**src/rtl/tick_timer_pkg.sv**
```systemverilog
// Shared definitions for the tick timer: register word addresses and
// control/status bit positions. Assumes a 32-bit register data path.
package tick_timer_pkg;
    localparam int DATA_W   = 32;
    localparam int ADDR_W   = 2;

    typedef enum logic [ADDR_W-1:0] {
        SEL_CTRL    = 2'd0,
        SEL_RELOAD  = 2'd1,
        SEL_CURRENT = 2'd2,
        SEL_CALIB   = 2'd3
    } reg_sel_e;

    localparam int BIT_ENABLE  = 0;
    localparam int BIT_TICKINT = 1;
    localparam int BIT_CLKSRC  = 2;
    localparam int BIT_FLAG    = 16;
endpackage

```
**src/rtl/tick_timer_regs.sv**
```systemverilog
// Register file of the tick timer. It holds the control bits and the
// reload value, decodes writes into strobes for the counter, and muxes
// read data. Assumes the counter state (value, flag) comes from
// tick_timer_count and that reads are free of wait states.
module tick_timer_regs
    import tick_timer_pkg::*;
#(
    parameter int                 CNT_W      = 24,
    parameter logic [DATA_W-1:0]  CAL_VALUE  = 32'hC000_0000,
    parameter logic               CLKSRC_RST = 1'b1
) (
    input  logic              clk,
    input  logic              rst_n,
    input  logic              reg_wr,
    input  logic              reg_rd,
    input  logic [ADDR_W-1:0] reg_addr,
    input  logic [DATA_W-1:0] reg_wdata,
    input  logic [CNT_W-1:0]  cnt_value,
    input  logic              cnt_flag,
    output logic [DATA_W-1:0] reg_rdata,
    output logic              run_en,
    output logic              tick_irq_en,
    output logic [CNT_W-1:0]  reload_val,
    output logic              start_load,
    output logic              clear_cnt,
    output logic              flag_rd
);
    logic clk_src;
    logic wr_ctrl;

    // Decode write and read strobes for the counter.
    always_comb begin
        wr_ctrl    = reg_wr && (reg_addr == SEL_CTRL);
        start_load = wr_ctrl && reg_wdata[BIT_ENABLE] && !run_en;
        clear_cnt  = reg_wr && (reg_addr == SEL_CURRENT);
        flag_rd    = reg_rd && (reg_addr == SEL_CTRL);
    end

    // Control bits: enable, interrupt enable, clock-source status.
    always_ff @(posedge clk) begin
        if (!rst_n) begin
            run_en      <= 1'b0;
            tick_irq_en <= 1'b0;
            clk_src     <= CLKSRC_RST;
        end else if (wr_ctrl) begin
            run_en      <= reg_wdata[BIT_ENABLE];
            tick_irq_en <= reg_wdata[BIT_TICKINT];
            clk_src     <= reg_wdata[BIT_CLKSRC];
        end
    end

    // Reload register keeps only the counter width.
    always_ff @(posedge clk) begin
        if (!rst_n)
            reload_val <= '0;
        else if (reg_wr && (reg_addr == SEL_RELOAD))
            reload_val <= reg_wdata[CNT_W-1:0];
    end

    // Read mux; unused bits read zero.
    always_comb begin
        reg_rdata = '0;
        unique case (reg_sel_e'(reg_addr))
            SEL_CTRL: begin
                reg_rdata[BIT_ENABLE]  = run_en;
                reg_rdata[BIT_TICKINT] = tick_irq_en;
                reg_rdata[BIT_CLKSRC]  = clk_src;
                reg_rdata[BIT_FLAG]    = cnt_flag;
            end
            SEL_RELOAD:  reg_rdata = DATA_W'(reload_val);
            SEL_CURRENT: reg_rdata = DATA_W'(cnt_value);
            SEL_CALIB:   reg_rdata = CAL_VALUE;
            default:     reg_rdata = '0;
        endcase
    end

    // a start strobe leaves the timer enabled.
    assert_start_enables_R10: assert property (@(posedge clk) disable iff (!rst_n)
        start_load |=> run_en);
endmodule

```
**src/rtl/tick_timer_count.sv**
```systemverilog
// Down-counter core of the tick timer. It steps on enabled ticks, reloads
// on the step from 1, freezes at 0, and keeps the sticky count flag and the
// registered pend pulse. Assumes strobes from tick_timer_regs are single
// cycle and that clear has priority over start, and start over ticks.
module tick_timer_count #(
    parameter int CNT_W = 24
) (
    input  logic             clk,
    input  logic             rst_n,
    input  logic             tick_en,
    input  logic             run_en,
    input  logic             tick_irq_en,
    input  logic [CNT_W-1:0] reload_val,
    input  logic             start_load,
    input  logic             clear_cnt,
    input  logic             flag_rd,
    output logic [CNT_W-1:0] cnt_value,
    output logic             cnt_flag,
    output logic             irq_pend
);
    localparam logic [CNT_W-1:0] ONE = CNT_W'(1);

    logic live_tick;
    logic step_down;
    logic terminal;

    // Classify this cycle's tick.
    always_comb begin
        live_tick = tick_en && run_en && !clear_cnt && !start_load;
        step_down = live_tick && (cnt_value > ONE);
        terminal  = live_tick && (cnt_value == ONE);
    end

    // Counter value update.
    always_ff @(posedge clk) begin
        if (!rst_n)
            cnt_value <= '0;
        else if (clear_cnt)
            cnt_value <= '0;
        else if (start_load)
            cnt_value <= reload_val;
        else if (step_down)
            cnt_value <= cnt_value - ONE;
        else if (terminal)
            cnt_value <= reload_val;
    end

    // Sticky flag: set wins over the read clear.
    always_ff @(posedge clk) begin
        if (!rst_n)
            cnt_flag <= 1'b0;
        else if (clear_cnt)
            cnt_flag <= 1'b0;
        else if (terminal)
            cnt_flag <= 1'b1;
        else if (flag_rd)
            cnt_flag <= 1'b0;
    end

    // One-cycle pend pulse after a terminal tick.
    always_ff @(posedge clk) begin
        if (!rst_n)
            irq_pend <= 1'b0;
        else
            irq_pend <= terminal && tick_irq_en;
    end

    assert_step_down_R2: assert property (@(posedge clk) disable iff (!rst_n)
        step_down |=> (cnt_value == $past(cnt_value) - ONE));
    assert_reload_at_one_R3: assert property (@(posedge clk) disable iff (!rst_n)
        terminal |=> (cnt_value == $past(reload_val)) && cnt_flag);
    assert_irq_has_flag_R4: assert property (@(posedge clk) disable iff (!rst_n)
        irq_pend |-> cnt_flag);
    assert_zero_frozen_R5: assert property (@(posedge clk) disable iff (!rst_n)
        (cnt_value == '0 && !start_load) |=> (cnt_value == '0));
    assert_write_clears_R7: assert property (@(posedge clk) disable iff (!rst_n)
        clear_cnt |=> (cnt_value == '0) && !cnt_flag);
endmodule

```
**src/rtl/tick_timer.sv**
```systemverilog
// Top of the reloading tick timer: joins the register file and the
// counter core. Assumes one register access per cycle and a tick_en
// that is a clean synchronous pulse.
module tick_timer
    import tick_timer_pkg::*;
#(
    parameter int                 CNT_W     = 24,
    parameter logic [DATA_W-1:0]  CAL_VALUE = 32'hC000_0000
) (
    input  logic              clk,
    input  logic              rst_n,
    input  logic              tick_en,
    input  logic              reg_wr,
    input  logic              reg_rd,
    input  logic [ADDR_W-1:0] reg_addr,
    input  logic [DATA_W-1:0] reg_wdata,
    output logic [DATA_W-1:0] reg_rdata,
    output logic              irq_pend
);
    logic [CNT_W-1:0] cnt_value;
    logic             cnt_flag;
    logic             run_en;
    logic             tick_irq_en;
    logic [CNT_W-1:0] reload_val;
    logic             start_load;
    logic             clear_cnt;
    logic             flag_rd;

    tick_timer_regs #(
        .CNT_W      (CNT_W),
        .CAL_VALUE  (CAL_VALUE),
        .CLKSRC_RST (1'b1)
    ) u_regs (
        .clk         (clk),
        .rst_n       (rst_n),
        .reg_wr      (reg_wr),
        .reg_rd      (reg_rd),
        .reg_addr    (reg_addr),
        .reg_wdata   (reg_wdata),
        .cnt_value   (cnt_value),
        .cnt_flag    (cnt_flag),
        .reg_rdata   (reg_rdata),
        .run_en      (run_en),
        .tick_irq_en (tick_irq_en),
        .reload_val  (reload_val),
        .start_load  (start_load),
        .clear_cnt   (clear_cnt),
        .flag_rd     (flag_rd)
    );

    tick_timer_count #(
        .CNT_W (CNT_W)
    ) u_count (
        .clk         (clk),
        .rst_n       (rst_n),
        .tick_en     (tick_en),
        .run_en      (run_en),
        .tick_irq_en (tick_irq_en),
        .reload_val  (reload_val),
        .start_load  (start_load),
        .clear_cnt   (clear_cnt),
        .flag_rd     (flag_rd),
        .cnt_value   (cnt_value),
        .cnt_flag    (cnt_flag),
        .irq_pend    (irq_pend)
    );
endmodule

```
**config.mk**
```make
export PLATFORM = sky130hd
export DESIGN_NAME = tick_timer
export DESIGN_NICKNAME = d
export VERILOG_FILES = /design/src/rtl/tick_timer_pkg.sv /design/src/rtl/tick_timer_regs.sv /design/src/rtl/tick_timer_count.sv /design/src/rtl/tick_timer.sv
export SDC_FILE = /design/constraint.sdc
export NUM_CORES = 1
export LEC_CHECK = 0
export CAP_MARGIN = 20
export CORE_UTILIZATION = 45
export DETAILED_ROUTE_END_ITERATION = 12
export PLACE_DENSITY = 0.8
export SLEW_MARGIN = 20
export SYNTH_ARGS = -nofsm -noshare
export SYNTH_HDL_FRONTEND = slang
export SYNTH_SLANG_ARGS = --single-unit
```
**constraint.sdc**
```tcl
create_clock -name clk -period 4.8 [get_ports clk]
set_clock_uncertainty 0.15 [all_clocks]
set_input_delay 1.44 -clock clk [delete_from_list [all_inputs] [get_ports clk]]
set_output_delay 1.44 -clock clk [all_outputs]
set_load 0.005 [all_outputs]
```
==> results of run 1 <==
routing by layer:
layer,global-route usage,wire length [um],share of wire
met4,0.09238,182,0.021
met1,0.2904,3663,0.43
met5,0,0,0
met3,0.02799,459,0.054
met2,0.4021,4260,0.50
power breakdown:
part           leakage [nW]  internal [mW]  switching, mW  total (mW)
Combinational         0.999         0.0598         0.0559       0.116
Sequential            0.429          0.448        0.00746       0.455
Clock                0.0574          0.170          0.154       0.324
cells in the mapped netlist, types with 7 or more instances:
library cell / n / area share
a21oi_1: 16 / 0.024
nor3_1: 9 / 0.013
o22ai_1: 8 / 0.015
a21boi_0: 26 / 0.058
ha_1: 7 / 0.026
inv_1: 7 / 0.0078
buf_4: 8 / 0.018
mux2i_1: 15 / 0.044
clkbuf_1: 19 / 0.021
nor4_1: 7 / 0.013
buf_2: 9 / 0.013
nor2_1: 25 / 0.028
nand2_1: 81 / 0.090
a22oi_1: 25 / 0.056
dfxtp_1: 53 / 0.31
nor2b_1: 13 / 0.024
nand3_1: 13 / 0.019
o22ai_2: 8 / 0.030
how the worst max path moves through the flow:
stage / endpoint / cells after the start
global placement: reg_rdata[0] / 7
global route: reg_rdata[19] / 6
floorplan: reg_rdata[0] / 6
CTS: reg_rdata[16] / 7
detailed placement: reg_rdata[16] / 7
finish: reg_rdata[23] / 6
cell families after synthesis:
logic type	count (synthesis)	share of synthesized area
compound gates	108	0.2429
xor+xnor	5	0.01298
fa+ha+maj	7	0.02595
buf+inv	47	0.07601
flops	53	0.3144
mux	15	0.04449
other cells	1	0.001111
simple gates	187	0.2822
registers in the layout, summed over array words and instances, names as in the netlist:
name / flops
u_count.cnt_value: 24
u_regs.reload_val: 24
u_count.cnt_flag: 1
u_count.irq_pend: 1
u_regs.clk_src: 1
u_regs.run_en: 1
u_regs.tick_irq_en: 1
stage by stage:
step,power [mW],setup TNS [ns],hold slack (ns),setup slack [ns]
floorplan,0.5245,0,0.2906,0.7448
global placement,0.5760,0,0.3118,0.01662
detailed placement,0.5786,-0.05465,0.3270,-0.02431
CTS,0.8953,0,0.3411,0.004418
global route,0.9219,0,0.3616,0.3062
finish,0.8949,0,0.3376,0.3692
cell type report:
| cell class | count | area, um2 |
|---|---|---|
| fillers | 664 | 3094 |
| clock inverters | 2 | 37.54 |
| well taps | 99 | 123.9 |
| multi-input cells | 328 | 2102 |
| clock buffers | 6 | 82.58 |
| flip-flops and latches | 53 | 1061 |
| inverters | 7 | 26.28 |
| repair buffers | 69 | 725.7 |
worst max-delay path, delay by kind of cell:
family | cells | cell delay, ns
buffers and inverters | 4 | 0.98
adders and majority gates | 1 | 0.31
and+or+nand+nor | 1 | 0.12
timing repair:
action / CTS / global route
gates resized for setup: 1 / 11
setup endpoints to repair: 4 / 23
cloned: 0 / 0
==> key figures, run 1 <==
Outcome
  • Outcome: finished, final reports clean

Final layout
  • Final core occ: 0.5734
  • Most frequent cells in the layout: nand2_1, clkdlybuf4s50_1, dfxtp_1
  • Most common cell after layout, fill and taps aside: nand2_1
  • N_diodes: 0
  • Final #Nets: 510
  • Design area: 4159 um2
  • Synthesis-to-finish area growth: 23.25%
  • Non-Filler Instances: 564
  • Ratio of cells with drive above 1 in the final layout: 0.1054

Timing
  • Fin crit period: 4.431 ns
  • Final slew viol count: 0
  • Final setup viols: 0
  • Fmax: 0.2257 GHz
  • Worst rel slew slack: 0.4201
  • Worst-Margin Slew: 0.8699 ns
  • Final Cycle Share: 0.9231
  • RSZ-0062 raised after global routing: no
  • Final Hold Vio Count: 0

Run
  • Max-cap viol count: 0

Critical path
  • CP Launch Type: input port
  • Worst R2R Setup Slack: 1.86 ns
  • RR Startpoint: u_count.cnt_value[1]$_SDFFE_PP0P_
  • Setup CP Type: in -> out
  • Critical path capture point type: output port
  • Crit path cell chain: dlymetal6s2s_1 > inv_2 > ha_1 > buf_4 > nor2_1 > clkdlybuf4s50_1
  • Worst Path Max Fanout: 9
  • Required @ worst endpoint: 3.21 ns
  • FF-to-FF path depth: 7
  • Worst path max stage delay: 0.51 ns
  • WP data arrival: 2.84 ns
  • Reg2reg end: u_count.cnt_value[8]$_SDFFE_PP0P_
  • CP max stage cell: clkdlybuf4s50_1
  • Setup crit start: reg_addr[0]

Hold path
  • Hold Path Cell Cnt: 2
  • Hold Crit Class: reg -> reg
  • Hold EP: u_regs.reload_val[16]$_SDFFE_PN0P_
  • HP Start: u_regs.reload_val[16]$_SDFFE_PN0P_

Drt
  • DRC Markers: 0
  • Antenna-violating nets left: 0
  • DR WL/cell: 15.19 um
  • Vias per cell: 5.762
  • TritonRoute pass-1 iters: 5
  • Total number of vias: 3250
  • Routed Wire Length: 8565 um
  • Starting DRT DRC Count: 159

Floorplan
  • Rows: 31
  • Core box area: 7253 um2
  • # IOs: 72
  • Die height: 88.60 um
  • Die width: 88.60 um
  • Initial core utilization: 0.4652
  • Die area: 7849 um2

Clock tree
  • CTS Root Buffer Type: clkbuf_8
  • Clock Pin Slew Worst Setup and Hold Paths: 0.10 ns
  • H-tree depth: 2
  • Longest Clk Path Bufs: 2
  • Clock Latency Late Sink: 0.31 ns
  • TritonCTS Buffers: 5
  • Postcts setup bufs: 0
  • # clock sinks: 53
  • CTS tree: yes
  • Hold-fix buffers, CTS: 0

Yosys
  • Post-Syn Area: 3374 um2
  • Mapped Cells: 423
  • Post-synth EDFFs: 0
  • Seq cells post-synth: 53
  • Post-synth ARST share: 0
  • Main flop type after synthesis: dfxtp_1
  • Netlist cell types: 56
  • Post-synthesis sequential area ratio: 0.3144
  • Syn. warnings: 0
  • Syn avg cell area: 7.978 um2

Global route
  • Tot GR Track Use: 0.2311
  • Largest net degree at the start of global routing: 31
  • First-pass GRT wire length: 14210 um
  • Initial antenna violation count: 0
  • Overflow after GRT: 0
  • Vias in the first global route: 3054

Placement
  • Gpl congestion: 0.9975
  • Area post-placement: 4009 um2
  • HPWL after DPL: 6177 um
  • IO Port Bufs: 57
  • Cell total after placement: 556

Pwr
  • Lkg Pwr: 1.486 nW
  • Maximum vdd drop: 0.1435 mV
  • Power Dens Cells: 215.2 nW/um2
(Power assumes the default switching activity.)
==> run 2: changes to the inputs <==
- SLEW_MARGIN: 20 -> 15
==> results of run 2 <==
No change in the layout: final DEF, timing and power equal those of run 1.
